**src/rtl/cd_pkg.sv**
```systemverilog
// Shared types for the contrastive divergence training controller.
// Assumes: phase encoding is internal only; no neighbour decodes it.
package cd_pkg;
    typedef enum logic [1:0] {
        PH_FWD   = 2'd0,
        PH_BACK  = 2'd1,
        PH_RECON = 2'd2,
        PH_UPD   = 2'd3
    } phase_t;
endpackage

```
**src/rtl/cd_seq.sv**
```systemverilog
// Phase sequencer: steps forward -> backward -> reconstruction -> update
// and walks the hidden-column counter through the update phase.
// Assumes: start is only honoured in the forward phase with train_mode high.
module cd_seq
    import cd_pkg::*;
#(
    parameter int HID_W = 2,
    parameter int COL_W = (HID_W > 1) ? $clog2(HID_W) : 1
) (
    input  logic             clk,
    input  logic             rst_n,
    input  logic             start,
    input  logic             train_mode,
    output phase_t           phase,
    output logic [COL_W-1:0] col,
    output logic             accept,
    output logic             done
);
    localparam logic [COL_W-1:0] LAST_COL = COL_W'(HID_W - 1);

    logic last_col;

    // Purpose: flag the final column of the update walk.
    always_comb begin
        last_col = (col == LAST_COL);
        accept   = (phase == PH_FWD) && start && train_mode;
    end

    // Purpose: phase register, column counter and end-of-pass pulse.
    always_ff @(posedge clk) begin
        if (!rst_n) begin
            phase <= PH_FWD;
            col   <= '0;
            done  <= 1'b0;
        end else begin
            done <= 1'b0;
            case (phase)
                PH_FWD:   if (accept) phase <= PH_BACK;
                PH_BACK:  phase <= PH_RECON;
                PH_RECON: begin
                    phase <= PH_UPD;
                    col   <= '0;
                end
                PH_UPD: begin
                    if (last_col) begin
                        phase <= PH_FWD;
                        col   <= '0;
                        done  <= 1'b1;
                    end else begin
                        col <= col + 1'b1;
                    end
                end
                default: phase <= PH_FWD;
            endcase
        end
    end

    AST_TEST_HOLD: assert property (@(posedge clk) disable iff (!rst_n)
        (phase == PH_FWD && !train_mode) |=> (phase == PH_FWD));
    AST_BACK_TO_RECON: assert property (@(posedge clk) disable iff (!rst_n)
        (phase == PH_BACK) |=> (phase == PH_RECON));
    AST_COL_STEP: assert property (@(posedge clk) disable iff (!rst_n)
        (phase == PH_UPD && col != LAST_COL) |=> (phase == PH_UPD && col == $past(col) + 1'b1));
    AST_DONE_PULSE: assert property (@(posedge clk) disable iff (!rst_n)
        done |=> !done);
endmodule

```
**src/rtl/cd_capture.sv**
```systemverilog
// Sample registers: latch v and h on acceptance, v_bar in the backward
// phase and h_bar in the reconstruction phase. Bit 0 is neuron 0.
// Assumes: array outputs are already settled when sampled.
module cd_capture
    import cd_pkg::*;
#(
    parameter int VIS_W = 4,
    parameter int HID_W = 2
) (
    input  logic             clk,
    input  logic             rst_n,
    input  phase_t           phase,
    input  logic             accept,
    input  logic [VIS_W-1:0] vis_in,
    input  logic [HID_W-1:0] hid_in,
    output logic [VIS_W-1:0] v_q,
    output logic [HID_W-1:0] h_q,
    output logic [VIS_W-1:0] vb_q,
    output logic [HID_W-1:0] hb_q
);
    // Purpose: load each register only in its own capture cycle.
    always_ff @(posedge clk) begin
        if (!rst_n) begin
            v_q  <= '0;
            h_q  <= '0;
            vb_q <= '0;
            hb_q <= '0;
        end else begin
            if (accept) begin
                v_q <= vis_in;
                h_q <= hid_in;
            end
            if (phase == PH_BACK)  vb_q <= vis_in;
            if (phase == PH_RECON) hb_q <= hid_in;
        end
    end

    AST_HOLD_IN_UPD: assert property (@(posedge clk) disable iff (!rst_n)
        (phase == PH_UPD) |=> ($stable(v_q) && $stable(h_q) && $stable(vb_q) && $stable(hb_q)));
endmodule

```
**src/rtl/cd_line_drv.sv**
```systemverilog
// Line decoder: word-line enables and per-row bit/source-line levels.
// Assumes: all inputs come straight from flops, so outputs carry no
// combinational path from the block's inputs.
module cd_line_drv
    import cd_pkg::*;
#(
    parameter int VIS_W = 4,
    parameter int HID_W = 2,
    parameter int COL_W = 1
) (
    input  phase_t           phase,
    input  logic [COL_W-1:0] col,
    input  logic [VIS_W-1:0] v_q,
    input  logic [HID_W-1:0] h_q,
    input  logic [VIS_W-1:0] vb_q,
    input  logic [HID_W-1:0] hb_q,
    output logic             rwl,
    output logic [HID_W-1:0] wwl,
    output logic [VIS_W-1:0] bl,
    output logic [VIS_W-1:0] sl,
    output logic             line_en
);
    logic writing;
    logic h_sel;
    logic hb_sel;

    // Purpose: select the current column's hidden bits and phase enables.
    always_comb begin
        writing = (phase == PH_UPD);
        h_sel   = h_q[col];
        hb_sel  = hb_q[col];
        rwl     = !writing;
        line_en = writing;
    end

    // One write word line per hidden column.
    for (genvar c = 0; c < HID_W; c++) begin : g_wwl
        assign wwl[c] = writing && (col == COL_W'(c));
    end

    // One bit-line / source-line pair per visible row.
    for (genvar r = 0; r < VIS_W; r++) begin : g_row
        assign bl[r] = writing && v_q[r]  && h_sel;
        assign sl[r] = writing && vb_q[r] && hb_sel;
    end
endmodule

```
**src/rtl/cd_train_ctrl.sv**
```systemverilog
// Top: contrastive divergence training controller for a VIS_W x HID_W
// crossbar. One pass takes HID_W+3 clocks; test mode stays in forward.
// Assumes: host waits for done (or busy low) before the next start.
module cd_train_ctrl
    import cd_pkg::*;
#(
    parameter int VIS_W = 4,
    parameter int HID_W = 2
) (
    input  logic             clk,
    input  logic             rst_n,
    input  logic             start,
    input  logic             train_mode,
    input  logic [VIS_W-1:0] vis_in,
    input  logic [HID_W-1:0] hid_in,
    output logic             rwl,
    output logic [HID_W-1:0] wwl,
    output logic [VIS_W-1:0] bl,
    output logic [VIS_W-1:0] sl,
    output logic             line_en,
    output logic             busy,
    output logic             done
);
    localparam int COL_W = (HID_W > 1) ? $clog2(HID_W) : 1;

    phase_t           phase;
    logic [COL_W-1:0] col;
    logic             accept;
    logic [VIS_W-1:0] v_q;
    logic [HID_W-1:0] h_q;
    logic [VIS_W-1:0] vb_q;
    logic [HID_W-1:0] hb_q;

    cd_seq #(.HID_W(HID_W), .COL_W(COL_W)) u_seq (
        .clk(clk), .rst_n(rst_n), .start(start), .train_mode(train_mode),
        .phase(phase), .col(col), .accept(accept), .done(done)
    );

    cd_capture #(.VIS_W(VIS_W), .HID_W(HID_W)) u_cap (
        .clk(clk), .rst_n(rst_n), .phase(phase), .accept(accept),
        .vis_in(vis_in), .hid_in(hid_in),
        .v_q(v_q), .h_q(h_q), .vb_q(vb_q), .hb_q(hb_q)
    );

    cd_line_drv #(.VIS_W(VIS_W), .HID_W(HID_W), .COL_W(COL_W)) u_drv (
        .phase(phase), .col(col), .v_q(v_q), .h_q(h_q), .vb_q(vb_q), .hb_q(hb_q),
        .rwl(rwl), .wwl(wwl), .bl(bl), .sl(sl), .line_en(line_en)
    );

    // Purpose: host-visible pass indicator.
    always_comb busy = (phase != PH_FWD);

    AST_WWL_ONEHOT: assert property (@(posedge clk) disable iff (!rst_n)
        $onehot0(wwl));
    AST_READ_EXCL: assert property (@(posedge clk) disable iff (!rst_n)
        rwl |-> (wwl == '0 && !line_en && bl == '0 && sl == '0));
    AST_DONE_IDLE: assert property (@(posedge clk) disable iff (!rst_n)
        done |-> !busy);
endmodule

```
**config.mk**
```make
export PLATFORM = sky130hd
export DESIGN_NAME = cd_train_ctrl
export DESIGN_NICKNAME = d
export VERILOG_FILES = /design/src/rtl/cd_pkg.sv /design/src/rtl/cd_seq.sv /design/src/rtl/cd_capture.sv /design/src/rtl/cd_line_drv.sv /design/src/rtl/cd_train_ctrl.sv
export SDC_FILE = /design/constraint.sdc
export NUM_CORES = 1
export LEC_CHECK = 0
export ABC_CLOCK_PERIOD_IN_PS = 2300
export BUFFER_PORTS_ARGS = -buffer_cell sky130_fd_sc_hd__buf_4
export CELL_PAD_IN_SITES_DETAIL_PLACEMENT = 1
export CELL_PAD_IN_SITES_GLOBAL_PLACEMENT = 2
export CORE_MARGIN = 2
export CORE_UTILIZATION = 31
export CTS_CLUSTER_SIZE = 14
export DETAILED_ROUTE_END_ITERATION = 7
export GPL_TIMING_DRIVEN = 0
export HOLD_SLACK_MARGIN = 0.06
export PLACE_DENSITY_LB_ADDON = 0.15
export SLEW_MARGIN = 20
export SYNTH_ARGS = -nofsm -noshare
export SYNTH_HDL_FRONTEND = slang
export SYNTH_SLANG_ARGS = --single-unit
export TNS_END_PERCENT = 50
```
**constraint.sdc**
```tcl
create_clock -name clk -period 2.3 [get_ports clk]
set_input_delay 0.46 -clock clk [delete_from_list [all_inputs] [get_ports clk]]
set_output_delay 0.46 -clock clk [all_outputs]
set_load 0.01 [all_outputs]
```
[After elaboration in Yosys (flattened, before gate mapping)]
Index checks and enable logic that the tools add are counted.
Operators by class
  $add $sub $neg: 1
  $lt $le $gt $ge: 1
  equality and inequality tests: 5
  mux-type cells: 10
  bitwise gates (word level): 1
  reduce and logical (&&, ||, !) cells: 26
Operator list (number)
  $logic_and 1x1->1: 20
  $pmux 2 s4: 1
  $mux 1: 6
  $eq 2x2->1 const B: 2
  $mux 2: 2
  $ne 2x2->1 const B: 2
  $reduce_and 2->1: 2
  $reduce_bool 2->1: 2
  $eq 2x1->1 const B: 1
  $logic_not 2->1: 1
  $lt 1x2->1 const B: 1
  $pmux 1 s2: 1
  $add 1x1->1 const B: 1
  $logic_not 1->1: 1
  $not 1->1: 1
Word-level totals
  register bits after elaboration: 16
  output and inout port bits: 14

[Logic depth before layout (Yosys ltp)]
  word-level depth: 5
  gate-level depth with buffers: 5
  gate-level depth less buffers: 5

[Modules after synthesis]
Synthesis repeated with hierarchy kept, for this count alone.
Unflattened totals
  cell total of the unflattened synthesis: 88
  area total of the unflattened synthesis: 855.8 µm²
By module, submodules not included
  cd_capture: times used 1, cells an instance 48, area an instance 509.2 µm²
  cd_seq: times used 1, cells an instance 24, area an instance 236.5 µm²
  cd_line_drv: times used 1, cells an instance 15, area an instance 103.8 µm²
  cd_train_ctrl: times used 1, cells an instance 1, area an instance 6.3 µm²

[Worst setup path before layout]
Ideal clock, no wire load.
  path type: register -> output
  from: reg u_seq.phase[0]
  to: out bl[0]
  arrival time: 1.073 ns
  required time: 1.840 ns
  setup slack: 0.767 ns
  stages on the path, launching flop included: 5
  buffers on the path: 0
  path through: dfxtp_1 -> ha_1 -> inv_1 -> nor2_2 -> and2_1
On the way
  cells in the longest elaborated chain, start to end: 3
Ends and longest elaborated chain
  start, declared: RTL line cd_seq.sv:14  | output phase_t phase,
  start signal, assigned: RTL line cd_seq.sv:32  | phase <= PH_FWD;
  start signal, assigned: RTL line cd_seq.sv:38  | PH_FWD: if (accept) phase <= PH_BACK;
  start signal, assigned: RTL line cd_seq.sv:39  | PH_BACK: phase <= PH_RECON;
  $eq 2x2->1: RTL line cd_line_drv.sv:29  | writing = (phase == PH_UPD);
  via line_en: RTL line cd_train_ctrl.sv:20  | output logic line_en,
  $logic_and 1x1->1 (2 in a row): RTL line cd_line_drv.sv:43  | assign bl[r] = writing && v_q[r] && h_sel;
  end, declared: RTL line cd_train_ctrl.sv:18  | output logic [VIS_W-1:0] bl,
The timed path passes the listed nets, and every way through them passes these cells.

[Final worst setup path]
  from: reg u_seq.phase[1]
  to: out sl[1]
On the way
  cells in the longest elaborated chain, start to end: 3
Ends and longest elaborated chain
  $eq 2x2->1: RTL line cd_line_drv.sv:29
  $logic_and 1x1->1 (2 in a row): RTL line cd_line_drv.sv:44  | assign sl[r] = writing && vb_q[r] && hb_sel;
  end, declared: RTL line cd_train_ctrl.sv:19  | output logic [VIS_W-1:0] sl,
No other way between the ends.

==> flow_metrics.py <==
metrics = {
    "outcome": {
        "status": "completed",
    },
    "clock_network": {
        "clk_pin_slew_ns": 0.10,
        "cts_made_buffers": 3,
        "cts_buffer_depth": 2,
        "cts_root_buffer": "clkbuf_4",
        "post_cts_resized": 0,
        "postCtsSetupRepairBufs": 0,
        "ctsHoldBuffers": 0,
        "cts_sinks": 16,
        "clk_latency_ns": 0.29,
        "cts_tree": "done",
        "htreeDepth": 1,
    },
    "final_layout": {
        "fill_cells": 299,
        "drive_gt1_share_pct": 32.4,
        "area_growth_pct": 31.6,
        "nNetsFinal": 121,
        "post-route-cell-area_sq_um": 1030,
        "seq_area_sq_um": 320,
        "multi_input_area_sq_um": 438,
        "antennaDiodeCount": 0,
    },
    "detailed_routing": {
        "drt-total-wl_um": 1620,
        "vias_per_cell": 4.39,
        "vias": 593,
        "drt_iter0_drc": 6,
        "drc": 0,
        "firstDrtPassIters": 3,
        "routedWlPerCell_um": 12.0,
        "drt.antenna.violating_nets": 0,
    },
    "global_route": {
        "antenna_found_initial": 0,
        "grt_remaining_overflow": 0,
        "grt_pass1_vias": 584,
        "grtUsageTotal_pct": 13.1,
        "grt_first_pass_wirelength_um": 2630,
        "grt_max_degree": 11,
    },
    "floorplanning": {
        "die_area_sq_um": 2940,
        "row_count": 18,
        "die_y_um": 54.2,
        "core-area_sq_um": 2430,
        "die_w_um": 54.2,
        "ioPinCount": 24,
        "initial_core_util_pct": 32.1,
    },
    "yosys": {
        "synth_area_sq_um": 781,
        "synth_fp_nets": 93,
        "syn_inst": 78,
        "synth.distinct_cells": 17,
        "synth-seq-cells": 16,
        "synth_seq_area_share_pct": 41.0,
        "ys_warn_count": 0,
        "avgSynthCellArea_sq_um": 10.0,
    },
    "sta": {
        "rsz0062_at_grt": "false",
        "hold_violations": 0,
        "skew_ns": 0.0103,
        "maxSlewViolCount": 0,
        "finalCritPeriodShare_pct": 87.1,
        "final-setup-viol-count": 0,
        "period_minus_slack_ns": 2.00,
        "tightest_slew_ns": 0.333,
        "setup_tns_ns": 0,
        "max_freq_mhz": 499,
        "max_slew_margin_pct": 77.8,
    },
    "setup_path": {
        "critPathCaptureType": "output pin",
        "worstPathArrival_ns": 1.54,
        "critPathKind": "reg -> out",
        "cpMaxStageDelayCell": "dfxtp_1",
        "crit_chain": "ha_1 -> inv_1 -> nor2_2 -> and2_1 -> buf_4",
        "rrSetupSlack_ns": 0.95,
        "start_kind": "flop",
        "cp_max_fo": 6,
        "critPathMaxStageDelay_ns": 0.40,
        "worstPathRequired_ns": 1.84,
    },
    "placed_design": {
        "gp_congestion": 0.684,
        "placed_area_sq_um": 991,
        "dpl.hpwl_um": 1250,
        "portBuffers": 23,
    },
    "pwr": {
        "p_sw_share_pct": 32.5,
        "switchingPower_mw": 0.275,
        "power.share.sequential_pct": 43.0,
        "power-per-cell-area_nw_per_um2": 824,
        "combPwrFrac_pct": 34.7,
        "p_clk_share_pct": 22.3,
        "vdd_drop_max_v": 0.000433,
        "power.leakage_nw": 0.470,
        "intPower_mw": 0.571,
    },
    "job": {
        "drv_cap": 0,
    },
    "min_path": {
        "hold_class": "in -> reg",
    },
}
-- routing by layer --
metal	GRT usage, %	vias to the layer above	share of wire (%)
met5	0	-	0
met1	15.8	264	50
met3	3.33	4	6.2
met4	7.50	0	1.8
met2	20.9	18	42
li1	-	307	-
-- worst paths after layout --
check | startpoint | end | cells past startpoint
setup / recovery | u_seq.phase[1] | sl[1] | 5
hold reg to reg | u_seq.phase[1] | u_seq.phase[1] | 2
hold / removal | hid_in[0] | u_cap.h_q[0] | 3
setup reg to reg | u_seq.phase[0] | u_cap.v_q[1] | 5
-- through the flow --
stage          util [%]  worst slack, ns  instances  power [mW]  hold WS (ns)
4_1_cts            42.2            0.238        135       0.864         0.418
6_report           42.2            0.296        135       0.846         0.426
3_5_place_dp       40.7            0.591        131       0.671         0.503
2_1_floorplan         -            0.767         78       0.578         0.468
3_3_place_gp       40.7            0.594        131       0.664         0.488
5_1_grt            42.2            0.102        135       0.919         0.429
-- layout by cell type, fill, tap and decap left out, drive strengths merged --
cell type  count
nand3          1
o21ai          1
clkbuf         6
nand2          4
mux2i         16
and3           1
nor2           3
buf           23
inv            4
and2           9
dfxtp         16
a21oi          2
nor2b         14
ha             5
-- flip-flops by register name, indices dropped and copies added (netlist names) --
name         flops
u_seq.col        1
u_cap.h_q        2
u_cap.v_q        4
u_cap.vb_q       4
u_cap.hb_q       2
u_seq.phase      2
u_seq.done       1
-- cell usage after synthesis --
cell type	instances	share of area (%)
a21oi_1	1	0.64
a21oi_2	1	1.1
and2_1	8	6.4
and2_2	1	0.96
and3_2	1	0.96
clkbuf_1	2	0.96
dfxtp_1	16	41
ha_1	5	8.0
inv_1	4	1.9
mux2i_1	16	21
nand2_1	4	1.9
nand3_2	1	1.3
nor2_1	1	0.48
nor2_2	2	1.6
nor2b_1	13	10
nor2b_2	1	1.1
o21ai_0	1	0.64
-- power by group through the flow --
stage,Clock (mW),Combinational (mW),Sequential (mW)
after floorplan,0,0.218,0.360
after global placement,0,0.295,0.369
after detailed placement,0,0.299,0.372
after CTS,0.198,0.301,0.365
after global routing,0.213,0.335,0.371
final,0.189,0.293,0.364
-- logic make-up after synthesis --
logic type,count (synthesis),share of synthesized area [%]
AND/OR/NAND/NOR,32,25.2
multiplexers,16,20.5
flip-flops,16,41.0
buffers and inverters,6,2.88
adder cells (fa/ha/maj),5,8.01
AO/OA/AOI/OAI,3,2.40
-- cell type report --
cell class                      instances  share of cell area, %
Inverter                                4                   1.46
Tap cell                               30                   3.65
Sequential cell                        16                   31.2
Clock buffer                            4                   3.53
Buffer                                  2                  0.731
Multi-Input combinational cell         56                   42.6
Timing Repair Buffer                   23                   16.8
-- worst max-delay path, delay by kind of cell (launching register included) --
family | cells | cell delay [ns]
flops | 1 | 0.40
simple gates | 2 | 0.36
fa+ha+maj | 1 | 0.27
buf+inv | 2 | 0.22
No activity file was read; power rests on OpenSTA's default activity.
